<file path="config.mk">
export PLATFORM = sky130hd
export DESIGN_NAME = shader_upload_port
export DESIGN_NICKNAME = d
export VERILOG_FILES = /design/src/rtl/shupl_pkg.sv /design/src/rtl/shupl_decode.sv /design/src/rtl/shupl_offset.sv /design/src/rtl/shupl_wport.sv /design/src/rtl/shupl_err_fsm.sv /design/src/rtl/shader_upload_port.sv
export SDC_FILE = /design/constraint.sdc
export NUM_CORES = 1
export LEC_CHECK = 0
export ABC_AREA = 0
export CORE_UTILIZATION = 53
export CTS_BUF_LIST = sky130_fd_sc_hd__clkbuf_2
export CTS_CLUSTER_SIZE = 40
export DETAILED_ROUTE_END_ITERATION = 7
export PLACE_DENSITY = 0.87
export SKIP_CTS_REPAIR_TIMING = 1
export SLEW_MARGIN = 25
export SYNTH_ARGS = -nofsm -noshare
export SYNTH_HDL_FRONTEND = slang
export SYNTH_HIERARCHICAL = 1
export SYNTH_SLANG_ARGS = --single-unit
export TNS_END_PERCENT = 10
</file>
<file path="constraint.sdc">
create_clock -name clk -period 3.5 [get_ports clk]
set_clock_uncertainty 0.05 [all_clocks]
set_input_delay 0.7 -clock clk [delete_from_list [all_inputs] [get_ports clk]]
set_output_delay 0.7 -clock clk [all_outputs]
set_load 0.01 [all_outputs]
</file>
<file path="src/rtl/shupl_pkg.sv">
package shupl_pkg;

    localparam int WORD_W = 32;

    // store selected by bus_addr[5:4]
    typedef enum logic [1:0] {
        TGT_VPROG = 2'd0,
        TGT_VSWZ  = 2'd1,
        TGT_GPROG = 2'd2,
        TGT_GSWZ  = 2'd3
    } tgt_e;

    typedef enum logic [1:0] {
        ACC_NONE = 2'd0,
        ACC_OFS  = 2'd1,
        ACC_DATA = 2'd2
    } acc_e;

    typedef struct packed {
        acc_e kind;
        tgt_e tgt;
    } dec_t;

    typedef enum logic {
        ERR_CLEAN = 1'b0,
        ERR_HELD  = 1'b1
    } err_st_e;

endpackage

</file>
<file path="src/rtl/shupl_decode.sv">
module shupl_decode
    import shupl_pkg::*;
#(
    parameter int ADDR_W = 8
) (
    input  logic              we,
    input  logic [ADDR_W-1:0] addr,
    output dec_t              dec
);

    localparam int HI_W = ADDR_W - 6;

    logic in_space;
    assign in_space = (addr[ADDR_W-1:6] == HI_W'(0));

    always_comb begin
        dec.tgt  = tgt_e'(addr[5:4]);
        dec.kind = ACC_NONE;
        if (we && in_space) begin
            if (addr[3]) begin
                dec.kind = ACC_DATA;
            end else if (addr[2:0] == 3'd0) begin
                dec.kind = ACC_OFS;
            end
        end
    end

endmodule

</file>
<file path="src/rtl/shupl_offset.sv">
module shupl_offset #(
    parameter int DEPTH = 512,
    parameter int OFS_W = 16,
    localparam int AW   = $clog2(DEPTH)
) (
    input  logic             clk,
    input  logic             rst_n,
    input  logic             ld,
    input  logic [OFS_W-1:0] ld_val,
    input  logic             wr,
    output logic             accept,
    output logic             drop,
    output logic [AW-1:0]    slot
);

    localparam logic [OFS_W:0] LIMIT = (OFS_W+1)'(DEPTH);

    logic [OFS_W-1:0] cur;
    logic             in_range;

    assign in_range = ({1'b0, cur} < LIMIT);
    assign accept   = wr && in_range;
    assign drop     = wr && !in_range;
    assign slot     = cur[AW-1:0];

    always_ff @(posedge clk) begin
        if (!rst_n) begin
            cur <= '0;
        end else if (ld) begin
            cur <= ld_val;
        end else if (accept) begin
            cur <= cur + OFS_W'(1);
        end
    end

endmodule

</file>
<file path="src/rtl/shupl_wport.sv">
module shupl_wport #(
    parameter int AW = 9,
    parameter int DW = 32
) (
    input  logic          clk,
    input  logic          rst_n,
    input  logic          en,
    input  logic [AW-1:0] addr,
    input  logic [DW-1:0] data,
    output logic          we_o,
    output logic [AW-1:0] addr_o,
    output logic [DW-1:0] data_o
);

    always_ff @(posedge clk) begin
        if (!rst_n) begin
            we_o   <= 1'b0;
            addr_o <= '0;
            data_o <= '0;
        end else begin
            we_o <= en;
            if (en) begin
                addr_o <= addr;
                data_o <= data;
            end
        end
    end

endmodule

</file>
<file path="src/rtl/shupl_err_fsm.sv">
module shupl_err_fsm
    import shupl_pkg::*;
(
    input  logic clk,
    input  logic rst_n,
    input  logic drop,
    input  logic clr,
    output logic flag
);

    err_st_e state_q, state_d;

    always_ff @(posedge clk) begin
        if (!rst_n) state_q <= ERR_CLEAN;
        else        state_q <= state_d;
    end

    always_comb begin
        state_d = state_q;
        unique case (state_q)
            ERR_CLEAN: if (drop)         state_d = ERR_HELD;
            ERR_HELD:  if (clr && !drop) state_d = ERR_CLEAN;
            default:                     state_d = ERR_CLEAN;
        endcase
    end

    always_comb begin
        flag = (state_q == ERR_HELD);
    end

endmodule

</file>
<file path="src/rtl/shader_upload_port.sv">
module shader_upload_port
    import shupl_pkg::*;
#(
    parameter int VP_DEPTH  = 512,
    parameter int GP_DEPTH  = 4096,
    parameter int SWZ_DEPTH = 4096,
    parameter int ADDR_W    = 8,
    parameter int OFS_W     = 16,
    localparam int VP_AW    = $clog2(VP_DEPTH),
    localparam int GP_AW    = $clog2(GP_DEPTH),
    localparam int SW_AW    = $clog2(SWZ_DEPTH)
) (
    input  logic              clk,
    input  logic              rst_n,
    input  logic              bus_we,
    input  logic [ADDR_W-1:0] bus_addr,
    input  logic [WORD_W-1:0] bus_wdata,
    input  logic              geo_excl,
    input  logic              err_clr,
    output logic              vprog_we,
    output logic [VP_AW-1:0]  vprog_addr,
    output logic [WORD_W-1:0] vprog_data,
    output logic              vswz_we,
    output logic [SW_AW-1:0]  vswz_addr,
    output logic [WORD_W-1:0] vswz_data,
    output logic              gprog_we,
    output logic [GP_AW-1:0]  gprog_addr,
    output logic [WORD_W-1:0] gprog_data,
    output logic              gswz_we,
    output logic [SW_AW-1:0]  gswz_addr,
    output logic [WORD_W-1:0] gswz_data,
    output logic              err_flag
);

    localparam int N_MEM   = 4;
    localparam int MAX_AW  = (GP_AW > SW_AW) ? GP_AW : SW_AW;

    dec_t              dec;
    logic [N_MEM-1:0]  ld_v, wr_v, acc_v, drop_v;
    logic [MAX_AW-1:0] slot [N_MEM];
    logic [N_MEM*MAX_AW-1:0] unused_slots;

    shupl_decode #(.ADDR_W(ADDR_W)) u_dec (
        .we   (bus_we),
        .addr (bus_addr),
        .dec  (dec)
    );

    for (genvar i = 0; i < N_MEM; i++) begin : g_ofs
        localparam int DEP  = (i == 0) ? VP_DEPTH : ((i == 2) ? GP_DEPTH : SWZ_DEPTH);
        localparam int AW_I = $clog2(DEP);
        logic [AW_I-1:0] slot_i;

        assign ld_v[i] = (dec.kind == ACC_OFS)  && (dec.tgt == tgt_e'(2'(i)));
        assign wr_v[i] = (dec.kind == ACC_DATA) && (dec.tgt == tgt_e'(2'(i)));

        shupl_offset #(.DEPTH(DEP), .OFS_W(OFS_W)) u_ofs (
            .clk    (clk),
            .rst_n  (rst_n),
            .ld     (ld_v[i]),
            .ld_val (bus_wdata[OFS_W-1:0]),
            .wr     (wr_v[i]),
            .accept (acc_v[i]),
            .drop   (drop_v[i]),
            .slot   (slot_i)
        );

        assign slot[i] = MAX_AW'(slot_i);
    end

    assign unused_slots = {slot[3], slot[2], slot[1], slot[0]};

    // index 0 vertex instr, 1 vertex swizzle, 2 geometry instr, 3 geometry swizzle
    logic             mirror_prog, mirror_swz;
    logic             gp_en, gs_en;
    logic [GP_AW-1:0] gp_addr;
    logic [SW_AW-1:0] gs_addr;

    assign mirror_prog = acc_v[0] && !geo_excl;
    assign mirror_swz  = acc_v[1] && !geo_excl;
    assign gp_en       = acc_v[2] || mirror_prog;
    assign gs_en       = acc_v[3] || mirror_swz;
    assign gp_addr     = acc_v[2] ? slot[2][GP_AW-1:0] : GP_AW'(slot[0][VP_AW-1:0]);
    assign gs_addr     = acc_v[3] ? slot[3][SW_AW-1:0] : slot[1][SW_AW-1:0];

    shupl_wport #(.AW(VP_AW), .DW(WORD_W)) u_wp_vprog (
        .clk(clk), .rst_n(rst_n), .en(acc_v[0]), .addr(slot[0][VP_AW-1:0]),
        .data(bus_wdata), .we_o(vprog_we), .addr_o(vprog_addr), .data_o(vprog_data)
    );

    shupl_wport #(.AW(SW_AW), .DW(WORD_W)) u_wp_vswz (
        .clk(clk), .rst_n(rst_n), .en(acc_v[1]), .addr(slot[1][SW_AW-1:0]),
        .data(bus_wdata), .we_o(vswz_we), .addr_o(vswz_addr), .data_o(vswz_data)
    );

    shupl_wport #(.AW(GP_AW), .DW(WORD_W)) u_wp_gprog (
        .clk(clk), .rst_n(rst_n), .en(gp_en), .addr(gp_addr),
        .data(bus_wdata), .we_o(gprog_we), .addr_o(gprog_addr), .data_o(gprog_data)
    );

    shupl_wport #(.AW(SW_AW), .DW(WORD_W)) u_wp_gswz (
        .clk(clk), .rst_n(rst_n), .en(gs_en), .addr(gs_addr),
        .data(bus_wdata), .we_o(gswz_we), .addr_o(gswz_addr), .data_o(gswz_data)
    );

    shupl_err_fsm u_err (
        .clk   (clk),
        .rst_n (rst_n),
        .drop  (|drop_v),
        .clr   (err_clr),
        .flag  (err_flag)
    );

endmodule

</file>
==> metrics.md <==
| Metric | Value |
|---|---|
| Net switching power | `1283 uW` |
| Fin crit period | `2.638 ns` |
| Die height | `145.9 um` |
| Syn-to-layout area delta | `21.68%` |
| Die area | `0.02130 mm2` |
| Max VDD drop | `0.2657 mV` |
| CTS tree | `built` |
| Fillers | `1632` |
| Syn Inst Count | `1045` |
| Sequential cell area fraction in the yosys report | `44.12%` |
| Unique masters post-synth | `44` |
| Die width | `145.9 um` |
| Req. time, crit path | `4.15 ns` |
| Grt ovf | `0` |
| Dpl cells | `1450` |
| I/O Buffers | `222` |
| Total GRT Usage | `25.28%` |
| Tcrit/Tclk final | `75.36%` |
| H-tree levels | `2` |
| Fraction of layout cells with a size suffix above 1 | `11.70%` |
| Max-cap violation count | `0` |
| RePlAce Congestion | `0.8416` |
| Num CTS Buffers | `59` |
| I/O Pins | `223` |
| RSZ-0062 raised after global routing | `no` |
| Status | `completed` |
| Reg power frac | `57.3%` |
| Final instance area | `0.01336 mm2` |
| Number of synthesized flops with an enable pin | `0` |
| Max Clock Freq | `379.1 MHz` |
| Vias | `8178` |
| Critical Path Source Type | `primary input` |
| Cell Rows | `52` |
| Placed inst area | `0.01286 mm2` |
| Pwr Density | `362.7 mW/mm2` |
| Mapped cell area | `0.01098 mm2` |
| Setup TNS | `0 ns` |
| Avg Cell Area, Syn | `10.51 um2` |
| Rel. slew slack | `38.66%` |
| Setup Viol. Count Final | `0` |
| Drt total wl | `27120 um` |
| Clk pwr share | `36.9%` |
| DR WL/cell | `17.46 um` |
| CTS Sinks | `242` |
| Setup CP Type | `primary input to flop` |
| Async SR Flop Fraction | `0%` |
| Clock slew at reported path FFs | `0.12 ns` |
| Worst-Skew Late Latency | `0.87 ns` |
| First drt pass iteration count | `5` |
| Internal power | `3564 uW` |
| Core box area | `0.02030 mm2` |
| Vias in the first global route | `8316` |
| Layout net count | `1290` |
| First-pass GRT wire length | `43150 um` |
| Sw Ratio | `26.47%` |
| Final Max Tran Viols | `0` |
| Fin. Hold Viols | `0` |
| Layout Cells excl Fill | `1553` |
| Initial antenna violation count | `1` |
| #FFs+latches synth | `242` |
| Tightest Pin Transition | `0.9202 ns` |
| Final ANT Viol Nets | `0` |
| Crit path DAT | `3.29 ns` |
| Combinational group share of total power | `5.8%` |
| YS warnings | `6` |
| Root Driver | `clkbuf_2` |
| Pin count of the biggest net entering global routing | `109` |
| Critical Path Fanout Max | `13` |
| Starting density of the core | `54.09%` |
| Ys flop type | `dfxtp_1` |
| Iter 0 DRT Violations | `458` |
| Vias per Instance | `5.266` |
| Synth Net Count | `1094` |
| Hold Path Class | `primary input to flop` |
| CTS max path bufs | `3` |
| DRC Markers | `0` |
| Hpwl dp | `18330 um` |
| Setup crit end kind | `flop` |
| Leakage | `0.004311 uW` |
## power by group through the flow
stage / Clock (uW) / Combinational (uW) / Sequential, uW
6_report: 1790 / 279 / 2780
5_1_grt: 2000 / 295 / 2780
4_1_cts: 1840 / 278 / 2780
3_5_place_dp: 0 / 278 / 2840
3_3_place_gp: 0 / 275 / 2840
2_1_floorplan: 0 / 128 / 2850
## layout make-up
cell class	count	area (um2)	share of cell area (%)
Antenna cell	1	2.502	0.01873
Clock buffer	85	425.4	3.184
Clock inverter	17	76.32	0.5712
Inverter	15	56.30	0.4214
Multi-Input combinational cell	682	5169	38.68
Sequential cell	242	4845	36.26
Tap cell	270	337.8	2.528
Timing Repair Buffer	241	2450	18.34
## worst paths after layout
check | from | end | slack [ns] | cells past startpoint
max | bus_addr[0] | u_wp_gprog/data_o[7]$_SDFFE_PN0P_ | 0.86 | 11
min | rst_n | g_ofs[2].u_ofs/cur[11]$_SDFFE_PN0P_ | 0.44 | 2
max reg2reg | g_ofs[0].u_ofs/cur[14]$_SDFFE_PN0P_ | u_err/flag$_SDFF_PN0_ | 1.20 | 4
min reg2reg | u_wp_vprog/data_o[25]$_SDFFE_PN0P_ | u_wp_vprog/data_o[25]$_SDFFE_PN0P_ | 0.47 | 2
## layout by cell type (no fill, tap or decap), types with 18 or more instances in the layout
| cell | instances |
|---|---|
| nor3_1 | 23 |
| mux2i_1 | 192 |
| o21ai_0 | 46 |
| a21oi_1 | 36 |
| clkdlybuf4s50_1 | 221 |
| xnor2_1 | 25 |
| clkbuf_2 | 85 |
| nor2b_1 | 191 |
| nand2_1 | 18 |
| dfxtp_1 | 242 |
## logic make-up (layout without fill, tap and decap cells)
logic type / after synthesis / in the layout / synth area share (%)
other: 0 / 1 / 0
and+or+nand+nor: 331 / 331 / 18.61
adders and majority gates: 4 / 4 / 0.4558
DFF: 242 / 242 / 44.12
xor gates and xnor gates: 31 / 31 / 2.473
AOI/OAI and AO/OA: 103 / 103 / 5.310
buffers and inverters: 121 / 358 / 8.865
muxes: 213 / 213 / 20.17
## per-layer routing
metal	share of wire, %	vias to the layer above	track usage (%)
li1	-	3964	-
met1	41	3866	29.76
met2	48	291	41.96
met3	8.7	57	8.213
met4	2.6	0	11.16
met5	0	-	0
## cell usage after synthesis, drive strengths merged (7+ instances only)
cell type  count  area share [%]
and2          10            0.57
inv           15            0.51
nor4          16             1.3
a211oi         7            0.48
mux2          21             2.7
dfxtp        242              44
xnor2         25             2.0
a21oi         36             1.6
nand2         18            0.62
o21ai         46             2.1
mux2i        192              18
buf           74             7.3
nand2b         7            0.40
nand4         11            0.63
nor2b        192              11
nor3          24             1.1
nor2          18            0.64
nand3         13            0.59
clkbuf        32             1.1
## worst max-delay path: stages
cell and delay [ns]:
clkdlybuf4s50_1 0.49, nor4_1 0.06, and3_1 0.18, nand2b_1 0.22, nor3_1 0.25, or4b_1 0.54
nor2_4 0.15, a21o_2 0.17, buf_4 0.25, mux2i_1 0.21, nor2b_1 0.06
## metrics by stage
stage / hold WS, ns / total power (uW) / worst slack [ns] / util, %
2_1_floorplan: 0.4336 / 2974 / 0.6153 / -
6_report: 0.4368 / 4846 / 0.8622 / 65.82
3_5_place_dp: 0.4529 / 3119 / -0.006773 / 63.34
3_3_place_gp: 0.4449 / 3116 / 0.1318 / 63.34
4_1_cts: 0.3376 / 4898 / 0.8297 / 65.81
5_1_grt: 0.3802 / 5075 / 0.7715 / 65.82
## flip-flops by register name, indices dropped and copies added (netlist names)
name	flops
g_ofs.u_ofs/cur	64
u_wp_gprog/addr_o	12
u_wp_vprog/we_o	1
u_wp_gprog/data_o	32
u_wp_vswz/we_o	1
u_wp_vswz/addr_o	12
u_wp_vprog/addr_o	9
u_wp_gswz/data_o	32
u_wp_gswz/we_o	1
u_err/flag	1
u_wp_gswz/addr_o	12
u_wp_vswz/data_o	32
u_wp_vprog/data_o	32
u_wp_gprog/we_o	1
(Power assumes the default switching activity.)
